**src/rtl/cgs_pkg.sv**
```systemverilog
package cgs_pkg;
   localparam int ENTRY_W = 11;

   typedef enum logic [1:0] {
      REF_GND  = 2'b00,
      REF_COM  = 2'b01,
      REF_DIFF = 2'b10
   } ref_e;

   typedef struct packed {
      ref_e       refm;
      logic [1:0] rclass;
      logic [2:0] gain;
      logic [3:0] chan;
   } fields_t;
endpackage

```
**src/rtl/cgs_decode.sv**
```systemverilog
module cgs_decode
   import cgs_pkg::*;
(
   input  logic [ENTRY_W-1:0] entry_i,
   output fields_t            fields_o
);
   always_comb begin
      fields_o.chan   = entry_i[3:0];
      fields_o.gain   = entry_i[6:4];
      fields_o.rclass = entry_i[9:8];
      if (entry_i[10])
         fields_o.refm = REF_DIFF;
      else if (entry_i[7])
         fields_o.refm = REF_COM;
      else
         fields_o.refm = REF_GND;
   end
endmodule

```
**src/rtl/cgs_store.sv**
```systemverilog
module cgs_store
   import cgs_pkg::*;
#(
   parameter int DEPTH = 128,
   localparam int PTR_W = $clog2(DEPTH),
   localparam int CNT_W = $clog2(DEPTH + 1)
) (
   input  logic               clk,
   input  logic               rst_n,
   input  logic               clr_i,
   input  logic               wr_i,
   input  logic [ENTRY_W-1:0] wdata_i,
   input  logic [PTR_W-1:0]   rd_idx_i,
   output logic [ENTRY_W-1:0] rd_data_o,
   output logic [CNT_W-1:0]   fill_o,
   output logic               ovf_o
);
   logic [DEPTH-1:0][ENTRY_W-1:0] rows;
   logic full, do_wr;

   assign full  = (fill_o == CNT_W'(DEPTH));
   assign do_wr = wr_i && !clr_i && !full;

   for (genvar i = 0; i < DEPTH; i++) begin : g_row
      logic [ENTRY_W-1:0] row_q;
      always_ff @(posedge clk or negedge rst_n) begin
         if (!rst_n)
            row_q <= '0;
         else if (do_wr && fill_o == CNT_W'(i))
            row_q <= wdata_i;
      end
      assign rows[i] = row_q;
   end

   always_ff @(posedge clk or negedge rst_n) begin
      if (!rst_n) begin
         fill_o <= '0;
         ovf_o  <= 1'b0;
      end else if (clr_i) begin
         fill_o <= '0;
         ovf_o  <= 1'b0;
      end else if (wr_i) begin
         if (full)
            ovf_o <= 1'b1;
         else
            fill_o <= fill_o + CNT_W'(1);
      end
   end

   assign rd_data_o = rows[rd_idx_i];

   assert_fill_bound_R10: assert property (@(posedge clk) disable iff (!rst_n)
      fill_o <= CNT_W'(DEPTH));
   assert_full_write_R10: assert property (@(posedge clk) disable iff (!rst_n)
      (wr_i && !clr_i && full) |=> (ovf_o && $stable(fill_o)));
   assert_clear_R5: assert property (@(posedge clk) disable iff (!rst_n)
      clr_i |=> (fill_o == '0 && !ovf_o));
   assert_append_R6: assert property (@(posedge clk) disable iff (!rst_n)
      (wr_i && !clr_i && !full) |=> fill_o == $past(fill_o) + CNT_W'(1));
endmodule

```
**src/rtl/cgs_rdptr.sv**
```systemverilog
module cgs_rdptr #(
   parameter int DEPTH = 128,
   localparam int PTR_W = $clog2(DEPTH),
   localparam int CNT_W = $clog2(DEPTH + 1)
) (
   input  logic             clk,
   input  logic             rst_n,
   input  logic             restart_i,
   input  logic             step_i,
   input  logic [CNT_W-1:0] fill_i,
   output logic [PTR_W-1:0] rd_idx_o
);
   logic at_last;
   assign at_last = (CNT_W'(rd_idx_o) == fill_i - CNT_W'(1));

   always_ff @(posedge clk or negedge rst_n) begin
      if (!rst_n)
         rd_idx_o <= '0;
      else if (restart_i)
         rd_idx_o <= '0;
      else if (step_i && fill_i != '0)
         rd_idx_o <= at_last ? '0 : rd_idx_o + PTR_W'(1);
   end

   assert_wrap_R7: assert property (@(posedge clk) disable iff (!rst_n)
      (step_i && !restart_i && fill_i != '0 && at_last) |=> rd_idx_o == '0);
   assert_in_range_R6: assert property (@(posedge clk) disable iff (!rst_n)
      fill_i != '0 |-> CNT_W'(rd_idx_o) < fill_i);
   assert_restart_R8: assert property (@(posedge clk) disable iff (!rst_n)
      restart_i |=> rd_idx_o == '0);
endmodule

```
**src/rtl/cgs_sequencer.sv**
```systemverilog
module cgs_sequencer
   import cgs_pkg::*;
#(
   parameter int DEPTH = 128
) (
   input  logic               clk,
   input  logic               rst_n,
   input  logic               tbl_clr_i,
   input  logic               tbl_wr_i,
   input  logic               latch_wr_i,
   input  logic               en_wr_i,
   input  logic               en_val_i,
   input  logic [ENTRY_W-1:0] wdata_i,
   input  logic               conv_i,
   output logic [3:0]         chan_o,
   output logic [2:0]         gain_o,
   output logic [1:0]         rclass_o,
   output logic [1:0]         ref_o,
   output logic               ovf_o
);
   localparam int PTR_W = $clog2(DEPTH);
   localparam int CNT_W = $clog2(DEPTH + 1);

   if (DEPTH < 2) begin : g_bad_depth
      $error("cgs_sequencer: DEPTH must be at least 2");
   end

   logic               tbl_en_q;
   logic [ENTRY_W-1:0] latch_q;
   logic [ENTRY_W-1:0] tbl_data;
   logic [CNT_W-1:0]   fill;
   logic [PTR_W-1:0]   rd_idx;
   logic               use_tbl;
   logic               restart;
   logic [ENTRY_W-1:0] active;
   fields_t            fields;

   always_ff @(posedge clk or negedge rst_n) begin
      if (!rst_n) begin
         tbl_en_q <= 1'b0;
         latch_q  <= '0;
      end else begin
         if (en_wr_i)    tbl_en_q <= en_val_i;
         if (latch_wr_i) latch_q  <= wdata_i;
      end
   end

   assign restart = tbl_clr_i || (en_wr_i && en_val_i);
   assign use_tbl = tbl_en_q && (fill != '0);

   cgs_store #(.DEPTH(DEPTH)) u_store (
      .clk       (clk),
      .rst_n     (rst_n),
      .clr_i     (tbl_clr_i),
      .wr_i      (tbl_wr_i),
      .wdata_i   (wdata_i),
      .rd_idx_i  (rd_idx),
      .rd_data_o (tbl_data),
      .fill_o    (fill),
      .ovf_o     (ovf_o)
   );

   cgs_rdptr #(.DEPTH(DEPTH)) u_rdptr (
      .clk       (clk),
      .rst_n     (rst_n),
      .restart_i (restart),
      .step_i    (conv_i && tbl_en_q),
      .fill_i    (fill),
      .rd_idx_o  (rd_idx)
   );

   assign active = use_tbl ? tbl_data : latch_q;

   cgs_decode u_dec (
      .entry_i  (active),
      .fields_o (fields)
   );

   assign chan_o   = fields.chan;
   assign gain_o   = fields.gain;
   assign rclass_o = fields.rclass;
   assign ref_o    = fields.refm;

   assert_latch_mode_R4: assert property (@(posedge clk) disable iff (!rst_n)
      (!tbl_en_q && !latch_wr_i && !en_wr_i) |=> $stable({chan_o, gain_o, rclass_o, ref_o}));
   assert_empty_latch_R9: assert property (@(posedge clk) disable iff (!rst_n)
      (fill == '0) |-> (chan_o == latch_q[3:0] && gain_o == latch_q[6:4]));
   assert_ref_onehot_R3: assert property (@(posedge clk) disable iff (!rst_n)
      $onehot0(ref_o));
endmodule

```
**config.mk**
```make
export PLATFORM = sky130hd
export DESIGN_NAME = cgs_sequencer
export DESIGN_NICKNAME = d
export VERILOG_FILES = /design/src/rtl/cgs_pkg.sv /design/src/rtl/cgs_decode.sv /design/src/rtl/cgs_store.sv /design/src/rtl/cgs_rdptr.sv /design/src/rtl/cgs_sequencer.sv
export SDC_FILE = /design/constraint.sdc
export NUM_CORES = 2
export LEC_CHECK = 0
export ABC_AREA = 0
export BUFFER_PORTS_ARGS = -buffer_cell sky130_fd_sc_hd__clkbuf_2
export CORE_MARGIN = 5
export CORE_UTILIZATION = 45
export DETAILED_ROUTE_END_ITERATION = 8
export GPL_TIMING_DRIVEN = 0
export PLACE_DENSITY = 0.58
export SKIP_CTS_REPAIR_TIMING = 1
export SLEW_MARGIN = 20
export SYNTH_ARGS = -nofsm -noshare
export SYNTH_HDL_FRONTEND = slang
export SYNTH_SLANG_ARGS = --single-unit
export TNS_END_PERCENT = 1
```
**constraint.sdc**
```tcl
create_clock -name clk -period 5.2 [get_ports clk]
set_input_delay 0.26 -clock clk [delete_from_list [all_inputs] [get_ports clk]]
set_output_delay 0.26 -clock clk [all_outputs]
set_load 0.02 [all_outputs]
```
==> results.md <==
| Item | This run |
| --- | --- |
| Power density over cell area | 332.3 nW/um^2 |
| Worst Reg-to-Reg Cells | 12 |
| Clock tree sinks | 1436 |
| Violated checks | negative setup slack |
| Area growth syn-to-layout | 12.84% |
| Via count normalized by instance count | 6.069 |
| Initial Util | 45.26% |
| Skew-Pair Late Insertion Delay | 0.78 ns |
| CP max-delay cell | sky130_fd_sc_hd__clkbuf_1 |
| Max Fanout on Critical Path | 10 |
| Flip-flop and latch count after synthesis | 1436 |
| Switch Pwr | 6.299 mW |
| Width of the chip | 392.6 um |
| Power share of the combinational group | 8.9% |
| Critical Path Sink Type | output port |
| Most frequent cells in the layout | sky130_fd_sc_hd__dfrtp_1 (1436), sky130_fd_sc_hd__mux2_2 (1423), sky130_fd_sc_hd__mux4_2 (415) |
| Number of buffers between clock root and the deepest sink | 3 |
| Row cnt | 140 |
| Warning count from the yosys run | 0 |
| Critical path's most frequent cell | sky130_fd_sc_hd__mux4_2 |
| Crit path kind | register to output port |
| Remaining global-route overflow | 0 |
| Data arrival at the endpoint of the critical path | 5.04 ns |
| Fin nets | 4415 |
| Average instance area after synthesis | 15.77 um^2 |
| Hold path cells | 2 |
| Tightest Pin Transition | 1.263 ns |
| Max-cap violation count | 0 |
| Master cell of the clock root buffer | sky130_fd_sc_hd__clkbuf_16 |
| DRT antenna net count | 0 |
| Total setup violations reported at the end of the flow | 5 |
| Reg2reg start | u_store.fill_o[0] |
| Largest net degree at the start of global routing | 90 |
| Number of port buffers | 19 |
| Via Count | 39060 |
| Share of layout cells above drive strength 1 | 50.22% |
| Clock-pin slew on the worst setup and hold paths | 0.06 ns |
| Violation count after the first detailed-route iteration | 3398 |
| Status | finished with violations |
| Highest cell delay on the worst timing path | 0.84 ns |
| Fraction of the yosys area taken by sequential cells | 54.54% |
| Vias in the first global route | 40090 |
| Utilization after layout | 51.08% |
| EDFF count, synth | 0 |
| Worst clock skew on the final layout | 0.02306 ns |
| Post-Syn Instances | 4179 |
| Most common cell after layout, fill and taps aside | sky130_fd_sc_hd__dfrtp_1 |
| Worst slew margin relative to its limit | 15.80% |
| DRC violations left | 0 |
| DP Area | 69110 um^2 |
| Path category of the worst min-delay check | input port to register |
| Most frequently used flop master after synthesis | sky130_fd_sc_hd__dfrtp_1 |
| Post-synthesis async set-or-reset flop share | 100.0% |
| Average wire per cell in the routed design | 32.84 um |
| Ordered list of cells on the worst path | buf_2 -> clkdlybuf4s15_1 -> clkbuf_1 -> mux4_2 -> mux4_2 -> nor2_1 -> nor3_1 -> clkbuf_2 |
| Clock buffer count from CTS | 160 |
| Placer Congestion | 0.9786 |
| Leakage component of the power | 35.79 nW |
| Ratio of final minimum period to clock period | 101.9% |
| Total Routed Length | 211400 um |
| Final hold violation count | 0 |
| Deepest level of the CTS H-tree | 4 |
| Placeable core region | 145600 um^2 |
| RSZ-0062 raised after global routing | false |
| Largest voltage drop on the vdd net | 0.3096 mV |
| Die Outline Area | 154200 um^2 |
| Part of the total power dissipated in sequential elements | 46.0% |
| Hold wc startpoint | wdata_i[3] |
| TritonCTS clock tree | built |
| HPWL Detailed | 151100 um |
| Library cells used by synthesis | 60 |
| Critical Path Source Type | register |
| Aggregate global-route resource usage | 27.93% |
| First-pass GRT wire length | 304900 um |
| Crit. Startpoint | u_rdptr.rd_idx_o[2] |
| Number of placed I/O pins | 31 |
| Final Cell Area | 74350 um^2 |
| Synthesized Nets | 4203 |
| Crit path time final | 5.300 ns |
| Internal Power | 18.41 mW |
| Total count of max-transition violations in the final report | 0 |
| Clock power frac | 45.1% |
| Post-Synthesis Cell Area | 65890 um^2 |
| Router iterations before antenna repair | 6 |
| Critical path data required time | 4.94 ns |
| Die Y-Extent | 392.6 um |
| Max frequency | 0.1887 GHz |
| Switching fraction of total power | 25.50% |
| Initial antenna violation count | 19 |
| Crit path setup slack, layout | -0.09962 ns |
## cell usage after synthesis (2+ instances only)
cell / number / area (um^2)
sky130_fd_sc_hd__dfrtp_1: 1436 / 35930
sky130_fd_sc_hd__mux2_2: 1423 / 16020
sky130_fd_sc_hd__mux4_2: 415 / 9346
sky130_fd_sc_hd__clkbuf_1: 321 / 1205
sky130_fd_sc_hd__nand2_1: 159 / 596.8
sky130_fd_sc_hd__buf_2: 74 / 370.4
sky130_fd_sc_hd__mux2i_1: 55 / 550.5
sky130_fd_sc_hd__nor2_1: 38 / 142.6
sky130_fd_sc_hd__a21oi_1: 37 / 185.2
sky130_fd_sc_hd__nor3_1: 27 / 135.1
sky130_fd_sc_hd__and2_1: 18 / 112.6
sky130_fd_sc_hd__buf_1: 16 / 60.06
sky130_fd_sc_hd__o22ai_1: 13 / 81.33
sky130_fd_sc_hd__buf_4: 12 / 90.09
sky130_fd_sc_hd__nand4_1: 10 / 62.56
sky130_fd_sc_hd__o21ai_0: 9 / 45.04
sky130_fd_sc_hd__xor2_1: 9 / 78.83
sky130_fd_sc_hd__xnor2_1: 8 / 70.07
sky130_fd_sc_hd__buf_6: 7 / 78.83
sky130_fd_sc_hd__or3_1: 7 / 43.79
sky130_fd_sc_hd__inv_1: 6 / 22.52
sky130_fd_sc_hd__nand2b_1: 6 / 37.54
sky130_fd_sc_hd__ha_1: 5 / 62.56
sky130_fd_sc_hd__nand3_1: 5 / 25.02
sky130_fd_sc_hd__o221ai_1: 5 / 43.79
sky130_fd_sc_hd__a221oi_1: 4 / 35.03
sky130_fd_sc_hd__nor2b_1: 4 / 25.02
sky130_fd_sc_hd__a22oi_1: 3 / 22.52
sky130_fd_sc_hd__and3_1: 3 / 18.77
sky130_fd_sc_hd__nor3b_1: 3 / 22.52
sky130_fd_sc_hd__nor4bb_1: 3 / 30.03
sky130_fd_sc_hd__o211ai_1: 3 / 22.52
sky130_fd_sc_hd__a211oi_1: 2 / 15.01
sky130_fd_sc_hd__a21o_1: 2 / 15.01
sky130_fd_sc_hd__a221o_1: 2 / 20.02
sky130_fd_sc_hd__a31oi_1: 2 / 12.51
sky130_fd_sc_hd__a32oi_1: 2 / 17.52
sky130_fd_sc_hd__clkinv_1: 2 / 7.510
sky130_fd_sc_hd__or2_2: 2 / 12.51
## critical path, delay by kind of cell (launching register included)
family                 cells  cell delay, ns
flip-flops                 1            0.36
buffers and inverters      4            2.17
multiplexers               2            1.04
AND/OR/NAND/NOR            2            0.66
## registers in the layout, summed over array words and instances (netlist names)
| signal | flops |
|---|---|
| u_store.g_row.row_q | 1408 |
| latch_q | 11 |
| u_store.fill_o | 8 |
| u_rdptr.rd_idx_o | 7 |
| tbl_en_q | 1 |
| u_store.ovf_o | 1 |
## power by group through the flow
stage,clock (mW),sequential [mW],combinational [mW]
after floorplan,0,11.5,1.08
after global placement,0,11.6,2.12
after detailed placement,0,11.6,2.19
after CTS,11.3,11.4,2.19
after global routing,11.8,11.4,2.32
final,11.1,11.4,2.21
## routing by layer
metal	track usage [%]	routed length, um	up-vias
met5	0	44	-
met1	41.54	94840	21580
li1	-	-	15920
met3	6.865	16470	283
met2	40.73	92980	1273
met4	8.567	7058	6
## area by class of cell
class	instances	area, um^2
Multi-Input combinational cell	2303	28150
Antenna cell	5	12.51
Sequential cell	1436	35930
Inverter	9	33.78
Clock buffer	239	4631
Fill cell	12320	71220
Tap cell	1917	2399
Timing Repair Buffer	51	833.3
Buffer	430	1886
Clock inverter	46	466.7
## path summary, 6_finish.rpt
path                       slack, ns                          to
setup / recovery                -0.1                   chan_o[3]
hold / removal                  0.04  u_store.g_row[94].row_q[3]
setup reg to reg                1.25  u_store.g_row[51].row_q[2]
hold reg to reg                 0.50  u_store.g_row[79].row_q[9]
max in group asynchronous       2.89  u_store.g_row[59].row_q[2]
min in group asynchronous       0.07  u_store.g_row[12].row_q[4]
## logic make-up after synthesis
logic type | Yosys count | share of synthesized area, %
XOR/XNOR | 17 | 0.2260
multiplexers | 1893 | 39.34
buffers and inverters | 440 | 2.812
AND/OR/NAND/NOR | 293 | 2.047
flip-flops | 1436 | 54.54
AO/OA/AOI/OAI | 95 | 0.9381
adder cells (fa/ha/maj) | 5 | 0.09495
## stage by stage
step | instances | setup TNS (ns) | power, mW | worst slack [ns] | hold slack [ns]
global placement | 6115 | - | 13.72 | -32.78 | 0.4811
floorplan | 4179 | 0 | 12.62 | 2.274 | -0.03559
detailed placement | 6141 | -0.4328 | 13.75 | -0.2181 | 0.3281
CTS | 6426 | -5.859 | 24.89 | -1.078 | -0.5051
finish | 6436 | -0.1955 | 24.71 | -0.09962 | 0.04056
global route | 6431 | 0 | 25.48 | 0.0002438 | 0.03943
Note: power is estimated with default switching activity, not from simulation.
